`config.mk`:
```
export PLATFORM = sky130hd
export DESIGN_NAME = audio_act_gate
export DESIGN_NICKNAME = d
export VERILOG_FILES = /design/src/rtl/aag_pkg.sv /design/src/rtl/aag_regs.sv /design/src/rtl/aag_commit.sv /design/src/rtl/aag_lane_gate.sv /design/src/rtl/audio_act_gate.sv
export SDC_FILE = /design/constraint.sdc
export NUM_CORES = 1
export LEC_CHECK = 0
export ABC_CLOCK_PERIOD_IN_PS = 5260
export BUFFER_PORTS_ARGS = -buffer_cell sky130_fd_sc_hd__buf_2
export CAP_MARGIN = 20
export CORE_AREA = 2 2 166 168
export DETAILED_ROUTE_END_ITERATION = 12
export DIE_AREA = 0 0 168 170
export PLACE_DENSITY = 0.7
export SLEW_MARGIN = 0
export SYNTH_ARGS = -nofsm -noshare
export SYNTH_HDL_FRONTEND = slang
export SYNTH_SLANG_ARGS = --single-unit
```
`constraint.sdc`:
```
create_clock -name clk -period 5.26 [get_ports clk]
set_clock_uncertainty 0.2 [all_clocks]
set_input_delay 1.052 -clock clk [delete_from_list [all_inputs] [get_ports clk]]
set_output_delay 1.052 -clock clk [all_outputs]
set_load 0.02 [all_outputs]
```
`src/rtl/aag_pkg.sv`:
```
package aag_pkg;
   localparam int GRP_CH  = 4;
   localparam int NUM_GRP = 2;
   localparam int NUM_CH  = GRP_CH * NUM_GRP;
   localparam int ID_W    = 2;

   typedef struct packed {
      logic [NUM_CH-1:0] mask;
      logic [ID_W-1:0]   id_a;
      logic [ID_W-1:0]   id_b;
   } aag_cfg_t;
endpackage

```
`src/rtl/aag_regs.sv`:
```
module aag_regs
   import aag_pkg::*;
#(
   parameter int ADDR_W    = 4,
   parameter int DATA_W    = 32,
   parameter int MASK_ADDR = 0,
   parameter int ID_ADDR   = 1,
   parameter int RST_ID_A  = 0,
   parameter int RST_ID_B  = 1
) (
   input  logic              clk,
   input  logic              rst_n,
   input  logic              wr_en,
   input  logic [ADDR_W-1:0] wr_addr,
   input  logic [DATA_W-1:0] wr_data,
   output aag_cfg_t          stage_cfg
);
   localparam logic [ADDR_W-1:0] MASK_A = ADDR_W'(MASK_ADDR);
   localparam logic [ADDR_W-1:0] ID_A   = ADDR_W'(ID_ADDR);

   generate
      if (DATA_W < NUM_CH || DATA_W < 2 * ID_W) begin : g_bad_dw
         $error("aag_regs: DATA_W too narrow");
      end
      if (MASK_ADDR == ID_ADDR) begin : g_bad_addr
         $error("aag_regs: register addresses collide");
      end
   endgenerate

   always_ff @(posedge clk) begin
      if (!rst_n) begin
         stage_cfg.mask <= '1;
         stage_cfg.id_a <= ID_W'(RST_ID_A);
         stage_cfg.id_b <= ID_W'(RST_ID_B);
      end else if (wr_en) begin
         if (wr_addr == MASK_A) begin
            stage_cfg.mask <= wr_data[NUM_CH-1:0];
         end
         if (wr_addr == ID_A) begin
            stage_cfg.id_a <= wr_data[ID_W-1:0];
            stage_cfg.id_b <= wr_data[2*ID_W-1:ID_W];
         end
      end
   end


   unused_addr_chk: assert property (@(posedge clk) disable iff (!rst_n)
      (wr_en && wr_addr != MASK_A && wr_addr != ID_A) |=> $stable(stage_cfg));
endmodule

```
`src/rtl/aag_commit.sv`:
```
module aag_commit
   import aag_pkg::*;
#(
   parameter int RST_ID_A = 0,
   parameter int RST_ID_B = 1
) (
   input  logic     clk,
   input  logic     rst_n,
   input  logic     in_valid,
   input  logic     in_sop,
   input  aag_cfg_t stage_cfg,
   output aag_cfg_t eff_cfg
);
   aag_cfg_t act_cfg;
   logic     commit;

   assign commit  = in_valid && in_sop;
   assign eff_cfg = commit ? stage_cfg : act_cfg;

   always_ff @(posedge clk) begin
      if (!rst_n) begin
         act_cfg.mask <= '1;
         act_cfg.id_a <= ID_W'(RST_ID_A);
         act_cfg.id_b <= ID_W'(RST_ID_B);
      end else if (commit) begin
         act_cfg <= stage_cfg;
      end
   end


   commit_only_sop_chk: assert property (@(posedge clk) disable iff (!rst_n)
      !(in_valid && in_sop) |=> $stable(act_cfg));
endmodule

```
`src/rtl/aag_lane_gate.sv`:
```
module aag_lane_gate
   import aag_pkg::*;
#(
   parameter int SAMPLE_W = 24
) (
   input  logic [GRP_CH*SAMPLE_W-1:0] lanes_in,
   input  logic [GRP_CH-1:0]          ch_on,
   input  logic                       grp_emit,
   output logic [GRP_CH*SAMPLE_W-1:0] lanes_out
);
   generate
      if (SAMPLE_W < 1) begin : g_bad_sw
         $error("aag_lane_gate: SAMPLE_W must be positive");
      end
      for (genvar c = 0; c < GRP_CH; c++) begin : g_lane
         assign lanes_out[c*SAMPLE_W +: SAMPLE_W] =
            (ch_on[c] && grp_emit) ? lanes_in[c*SAMPLE_W +: SAMPLE_W] : '0;
      end
   endgenerate
endmodule

```
`src/rtl/audio_act_gate.sv`:
```
module audio_act_gate
   import aag_pkg::*;
#(
   parameter int SAMPLE_W  = 24,
   parameter int ADDR_W    = 4,
   parameter int DATA_W    = 32,
   parameter int MASK_ADDR = 0,
   parameter int ID_ADDR   = 1,
   parameter int RST_ID_A  = 0,
   parameter int RST_ID_B  = 1
) (
   input  logic                       clk,
   input  logic                       rst_n,
   input  logic                       wr_en,
   input  logic [ADDR_W-1:0]          wr_addr,
   input  logic [DATA_W-1:0]          wr_data,
   input  logic                       in_valid,
   input  logic                       in_sop,
   input  logic [NUM_CH*SAMPLE_W-1:0] in_samples,
   output logic                       out_valid,
   output logic                       out_emit_a,
   output logic                       out_emit_b,
   output logic [ID_W-1:0]            out_id_a,
   output logic [ID_W-1:0]            out_id_b,
   output logic                       out_cfg_err,
   output logic [NUM_CH*SAMPLE_W-1:0] out_samples
);
   localparam int GRP_BITS = GRP_CH * SAMPLE_W;

   aag_cfg_t                   stage_cfg;
   aag_cfg_t                   eff_cfg;
   logic [NUM_GRP-1:0]         grp_any;
   logic [NUM_GRP-1:0]         grp_emit;
   logic                       conflict;
   logic [NUM_CH*SAMPLE_W-1:0] gated;

   aag_regs #(
      .ADDR_W(ADDR_W), .DATA_W(DATA_W), .MASK_ADDR(MASK_ADDR),
      .ID_ADDR(ID_ADDR), .RST_ID_A(RST_ID_A), .RST_ID_B(RST_ID_B)
   ) regs_i (
      .clk(clk), .rst_n(rst_n), .wr_en(wr_en), .wr_addr(wr_addr),
      .wr_data(wr_data), .stage_cfg(stage_cfg)
   );

   aag_commit #(.RST_ID_A(RST_ID_A), .RST_ID_B(RST_ID_B)) commit_i (
      .clk(clk), .rst_n(rst_n), .in_valid(in_valid), .in_sop(in_sop),
      .stage_cfg(stage_cfg), .eff_cfg(eff_cfg)
   );

   generate
      for (genvar g = 0; g < NUM_GRP; g++) begin : g_grp
         assign grp_any[g] = |eff_cfg.mask[g*GRP_CH +: GRP_CH];
      end
   endgenerate

   assign conflict    = grp_any[0] && grp_any[1] && (eff_cfg.id_a == eff_cfg.id_b);
   assign grp_emit[0] = grp_any[0];
   assign grp_emit[1] = grp_any[1] && !conflict;

   generate
      for (genvar g = 0; g < NUM_GRP; g++) begin : g_gate
         aag_lane_gate #(.SAMPLE_W(SAMPLE_W)) gate_i (
            .lanes_in (in_samples[g*GRP_BITS +: GRP_BITS]),
            .ch_on    (eff_cfg.mask[g*GRP_CH +: GRP_CH]),
            .grp_emit (grp_emit[g]),
            .lanes_out(gated[g*GRP_BITS +: GRP_BITS])
         );
      end
   endgenerate

   always_ff @(posedge clk) begin
      if (!rst_n) begin
         out_valid   <= 1'b0;
         out_emit_a  <= 1'b0;
         out_emit_b  <= 1'b0;
         out_id_a    <= ID_W'(RST_ID_A);
         out_id_b    <= ID_W'(RST_ID_B);
         out_cfg_err <= 1'b0;
         out_samples <= '0;
      end else begin
         out_valid <= in_valid && (|grp_emit);
         if (in_valid) begin
            out_emit_a  <= grp_emit[0];
            out_emit_b  <= grp_emit[1];
            out_id_a    <= eff_cfg.id_a;
            out_id_b    <= eff_cfg.id_b;
            out_cfg_err <= conflict;
            out_samples <= gated;
         end
      end
   end


   valid_latency_chk: assert property (@(posedge clk) disable iff (!rst_n)
      out_valid |-> $past(in_valid));

   valid_has_group_chk: assert property (@(posedge clk) disable iff (!rst_n)
      out_valid |-> (out_emit_a || out_emit_b));

   grp_a_null_chk: assert property (@(posedge clk) disable iff (!rst_n)
      !out_emit_a |-> (out_samples[GRP_BITS-1:0] == '0));

   grp_b_null_chk: assert property (@(posedge clk) disable iff (!rst_n)
      !out_emit_b |-> (out_samples[2*GRP_BITS-1:GRP_BITS] == '0));

   conflict_drop_chk: assert property (@(posedge clk) disable iff (!rst_n)
      out_cfg_err |-> (!out_emit_b && out_emit_a && out_id_a == out_id_b));
endmodule

```
# --- Yosys cells after proc, flatten, opt, wreduce, memory -nomap -nowiden ---
# Index checks and enable logic that the tools add are counted.
op_classes:
  n_eq_ne: 2
  n_mux: 9
  n_reduce_logical: 20
ops:
  columns: ["operator", "count"]
  rows:
  - ["$mux 24", 8]
  - ["$logic_and 1x1->1", 13]
  - ["$mux 12", 1]
  - ["$reduce_or 4->1", 2]
  - ["$reduce_or 5->1", 1]
  - ["$eq 4x1->1 const B", 1]
  - ["$logic_not 4->1", 1]
  - ["$reduce_and 2->1", 2]
  - ["$eq 2x2->1", 1]
  - ["$logic_not 1->1", 1]
totals:
  reg_bits: 224
  output_inout_bits: 200
  wordCells: 44

# --- Longest topological paths before layout ---
depth:
  depth_word: 9
  mapped_depth: 7
  depth_no_buf: 4

# --- By module ---
# Synthesis repeated with hierarchy kept, for this count alone.
hier_totals:
  cells_unflattened: 999
  hier_area_um2: 10316.1
by_module_without_submodules:
  columns: ["mod", "n_inst", "cells_each", "area_per_inst_um2", "seq_area_each_um2"]
  rows:
  - ["audio_act_gate", 1, 652, 7752.4, 4003.8]
  - ["aag_lane_gate", 2, 114, 720.7, 0.0]
  - ["aag_commit", 1, 67, 613.1, 240.2]
  - ["aag_regs", 1, 52, 509.2, 240.2]

# --- Worst setup path before layout ---
# OpenSTA, ideal clock, no wires.
synth_timing:
  path_kind: "input to register"
  from: "input port in_sop"
  to: "register out_samples[123]"
  arrival_ns: 2.630
  required_time_ns: 4.943
  setup_slack_ns: 2.312
  stages: 7
  path_cell_list: "buf_2 and2_1 nor4_1 nor4_4 buf_4 buf_4 a32o_1"
synth_via:
  elab_chain_len: 9
  elab_cells_between_ends: 11
  classes_between: "1 x eq/ne; 2 x mux; 8 x reduce/logical"
synth_rtl:
  columns: ["item", "line", "rtl"]
  rows:
  - ["start, declared", "audio_act_gate.sv:18", "input logic in_sop,"]
  - ["$logic_and 1x1->1 *", "aag_commit.sv:17", "assign commit = in_valid && in_sop;"]
  - ["$mux 12 *", "aag_commit.sv:18", "assign eff_cfg = commit ? stage_cfg : act_cfg;"]
  - ["$reduce_or 4->1", "audio_act_gate.sv:52", "assign grp_any[g] = |eff_cfg.mask[g*GRP_CH +: GRP_CH];"]
  - ["$logic_and 1x1->1 (2 in series)", "audio_act_gate.sv:56", "assign conflict = grp_any[0] && grp_any[1] && (eff_cfg.id_a == eff_cfg.id_b);"]
  - ["$logic_not 1->1", "audio_act_gate.sv:58", "assign grp_emit[1] = grp_any[1] && !conflict;"]
  - ["$logic_and 1x1->1", "audio_act_gate.sv:58", null]
  - ["$logic_and 1x1->1 *", "aag_lane_gate.sv:17", "(ch_on[c] && grp_emit) ? lanes_in[c*SAMPLE_W +: SAMPLE_W] : '0;"]
  - ["$mux 24 *", "aag_lane_gate.sv:17", null]
  - ["end signal, assigned", "audio_act_gate.sv:88", "out_samples <= gated;"]
  - ["end, declared", "audio_act_gate.sv:26", "output logic [NUM_CH*SAMPLE_W-1:0] out_samples"]
# Every way passes the cells marked *; elsewhere a longest branch is shown, timed or not.
# A chain may end at the register's enable or synchronous reset.

# --- Worst setup path after layout ---
layout_timing:
  from: "input port in_valid"
  to: "register out_samples[173]"
layout_via:
  elab_chain_len: 9
  elab_cells_between_ends: 11
  classes_between: "1 x eq/ne; 2 x mux; 8 x reduce/logical"
layout_rtl:
  columns: ["item", "line", "rtl"]
  rows:
  - ["start, declared", "audio_act_gate.sv:17", "input logic in_valid,"]
  - ["$logic_and 1x1->1", "aag_commit.sv:17", null]
  - ["$mux 12", "aag_commit.sv:18", null]
  - ["$reduce_or 4->1", "audio_act_gate.sv:52", null]
  - ["$logic_and 1x1->1 (2 in series)", "audio_act_gate.sv:56", null]
  - ["$logic_not 1->1", "audio_act_gate.sv:58", null]
  - ["$logic_and 1x1->1", "audio_act_gate.sv:58", null]
  - ["$logic_and 1x1->1", "aag_lane_gate.sv:17", null]
  - ["$mux 24", "aag_lane_gate.sv:17", null]
# Parallel ways exist; a longest one is shown, timed or not.

==> impl_metrics.toml <==
[min_path]
hp-class = "flop to flop"
hold_depth = 1
min_from = "out_emit_b"
hold_end = "out_emit_b"

[clock_network]
clk_latency_ns = 0.53
cts_setup_buffers = 0
cts_tree = "yes"
clk_pin_slew_ns = 0.06
holdBufCountCts = 0
clock_sinks = 224
cts_resized = 0
cts-root-buf = "clkbuf_16"
htreeDepth = 1
clockBufferDepth = 3
numCtsBuffers = 27

[synthesis]
ys_seq_area_share_pct = 55.1
synth_area_leaders = "dfxtp_1 (55%), nor2b_1 (15%), a32o_1 (12%), a21oi_1 (6.0%), clkbuf_1 (2.8%)"
synth_top_area_share_pct = 55.1
synth.avg_cell_area_sq_um = 10.3
yosysWarnings = 0
synthMostInstantiatedCell = "dfxtp_1"
syn_nets = 1025
yosys.cell_types.count = 28
synth_cells = 792
synth_seq_cells = 224
synth_common_cells = "dfxtp_1 (224), nor2b_1 (201), a21oi_1 (98), a32o_1 (96), clkbuf_1 (60)"
ys.flop_type = "dfxtp_1"
yosysTopAreaCell = "dfxtp_1"
synth-async-reset-ratio_pct = 0
synth.cell_area_sq_um = 8130
synth-edff-count = 0

[setup_path]
r2r-start = "regs_i.stage_cfg[5]"
worstPathMaxFanout = 97
required_ns = 5.52
r2r_cells = 5
slowest_stage = "buf_4"
crit_path_end_kind = "flop"
r2r_slack_ns = 2.33
arrival_ns = 3.88
crit_path_cell_trace = "buf_4 > buf_4 > nand2_1 > nor4_4 > buf_4 > a32o_1"
cpPeakStageDelay_ns = 0.75
cp-start-kind = "input pin"
crit_type = "input pin to flop"
r2r_end = "out_samples[173]"
cp_common_cell = "buf_4"

[routing]
num_vias = 7290
drcViolationCount = 0
drt_wl_total_mm = 24.0
antenna_left = 0
wl_per_cell_um = 15.8
routed_via_density = 4.78
drtIter0Drc = 376
firstDrtPassIters = 4

[pwr]
total_leakage_power_nw = 5.24
peakVddDrop_mv = 0.210
total_power_mw = 4.41
p_sw_share_pct = 24.6
p_clk_share_pct = 46.4
seqPwrFrac_pct = 41.7
p_switching_mw = 1.09
p_per_area_nw_per_um2 = 388
internal_power_mw = 3.32
combinationalPowerShare_pct = 11.9

[floorplan]
ios = 433
rows = 60
die_h_um = 170
fp.dieW_um = 168
start_util_pct = 30.5
core_sq_um = 26700
die_area_sq_um = 28600

[grt]
groute.usage.overall_pct = 15.8
use_met2_pct = 27.7
busiest_layer = "met2"
grt_max_degree = 99
grt_antenna_before_repair = 3
grt_pass1_wl_mm = 36.6
overflow = 0
use_met1_pct = 17.9
grt_pass1_vias = 6992
met3_usage_pct = 5.02

[timing]
rsz0062_at_grt = "false"
hold_viol = 0
period_share_pct = 68.9
min_period_ns = 3.62
slew-limit-headroom_pct = 28.5
tns_ns = 0
fmax_ghz = 0.276
maxSlewViolCount = 0
setup_violations = 0
worst_pin_slew_ns = 1.07

[place]
dp_hpwl_mm = 16.4
gp_congestion = 0.770
numPortBuffers = 408

[flow_run]
maxCapViolations = 0

[cells_and_area]
nNetsFinal = 1397
drive_above_1_share_pct = 39.4
synthToLayoutAreaGrowth_pct = 39.7

[run_status]
status = "finished clean"
[sequential cells by signal (all words and copies together), names as in the netlist]
signal,count
out_emit_b,1
out_id_a,2
out_cfg_err,1
commit_i.act_cfg,12
out_id_b,2
regs_i.stage_cfg,12
out_valid,1
out_samples,192
out_emit_a,1
[metrics by stage]
stage                     worst slack, ns  cell area [sq um]  instances  utilization (%)  hold WS [ns]
after CTS                            1.69              11400       1523             42.6         0.257
after global placement               1.19              10400       1476             38.9         0.232
final                                1.64              11400       1525             42.6         0.250
after detailed placement             1.14              10400       1476             38.9         0.241
after global routing                 1.42              11400       1525             42.6         0.271
after floorplan                      2.31               8130        792                -         0.260
[how the worst max path moves through the flow]
stage	startpoint	to	slack (ns)	depth (start not counted)
3_5_place_dp	in_valid	out_samples[169]	1.14	6
4_1_cts	in_valid	out_samples[100]	1.69	6
2_1_floorplan	in_sop	out_samples[123]	2.31	7
6_report	in_valid	out_samples[173]	1.64	6
5_1_grt	in_valid	out_samples[169]	1.42	6
3_3_place_gp	in_valid	out_samples[103]	1.19	6
[power by group through the flow]
| stage | sequential, mW | clock, mW | combinational [mW] |
|---|---|---|---|
| after CTS | 1.84 | 2.11 | 0.534 |
| final | 1.84 | 2.05 | 0.527 |
| after detailed placement | 1.87 | 0 | 0.532 |
| after floorplan | 1.99 | 0 | 0.202 |
| after global routing | 1.85 | 2.19 | 0.573 |
| after global placement | 1.87 | 0 | 0.525 |
[logic make-up after synthesis]
group                     synth area share (%)
xor gates and xnor gates                 0.431
DFF                                       55.1
buffers and inverters                     3.66
muxes                                     2.75
and+or+nand+nor                           19.0
AOI/OAI and AO/OA                         19.0
[per-layer routing]
metal,vias to the layer above,routed length [um]
met5,-,0
met4,0,922
met3,51,2250
met2,301,11300
met1,3395,9520
li1,3543,-
[layout make-up]
cell class	count	area, sq um
repair buffers	414	2090
flip-flops and latches	224	4480
multi-input cells	495	3360
well taps	341	427
clock inverters	15	267
fillers	2596	15300
diodes	2	5.00
clock buffers	32	714
inverters	2	7.51
[placed cells by master (no fill, tap or decap)]
master / instances
buf_2: 407
dfxtp_1: 224
nor2b_1: 197
a21oi_1: 98
a32o_1: 96
nand2_1: 42
clkbuf_16: 27
mux2i_1: 19
nand3_1: 7
bufinv_16: 7
buf_4: 7
nor4_1: 4
a21boi_0: 4
clkinv_2: 4
mux2_2: 3
nor2b_2: 3
o21ai_0: 3
o211a_1: 3
clkbuf_1: 3
diode_2: 2
xnor2_1: 2
xor2_1: 2
nor2_1: 2
inv_1: 2
clkbuf_8: 2
inv_6: 2
and2_1: 1
or4_1: 1
and4_1: 1
nor4_4: 1
nor2b_4: 1
nor4b_1: 1
o211ai_1: 1
nand2b_1: 1
a21o_1: 1
o31ai_1: 1
clkinvlp_4: 1
inv_8: 1
[worst max-delay path: cells and delay by family]
kind | cells | cell delay, ns
buffers and inverters | 3 | 1.78
and+or+nand+nor | 2 | 0.53
AOI/OAI and AO/OA | 1 | 0.30
Power figures use the tool's default switching activity.
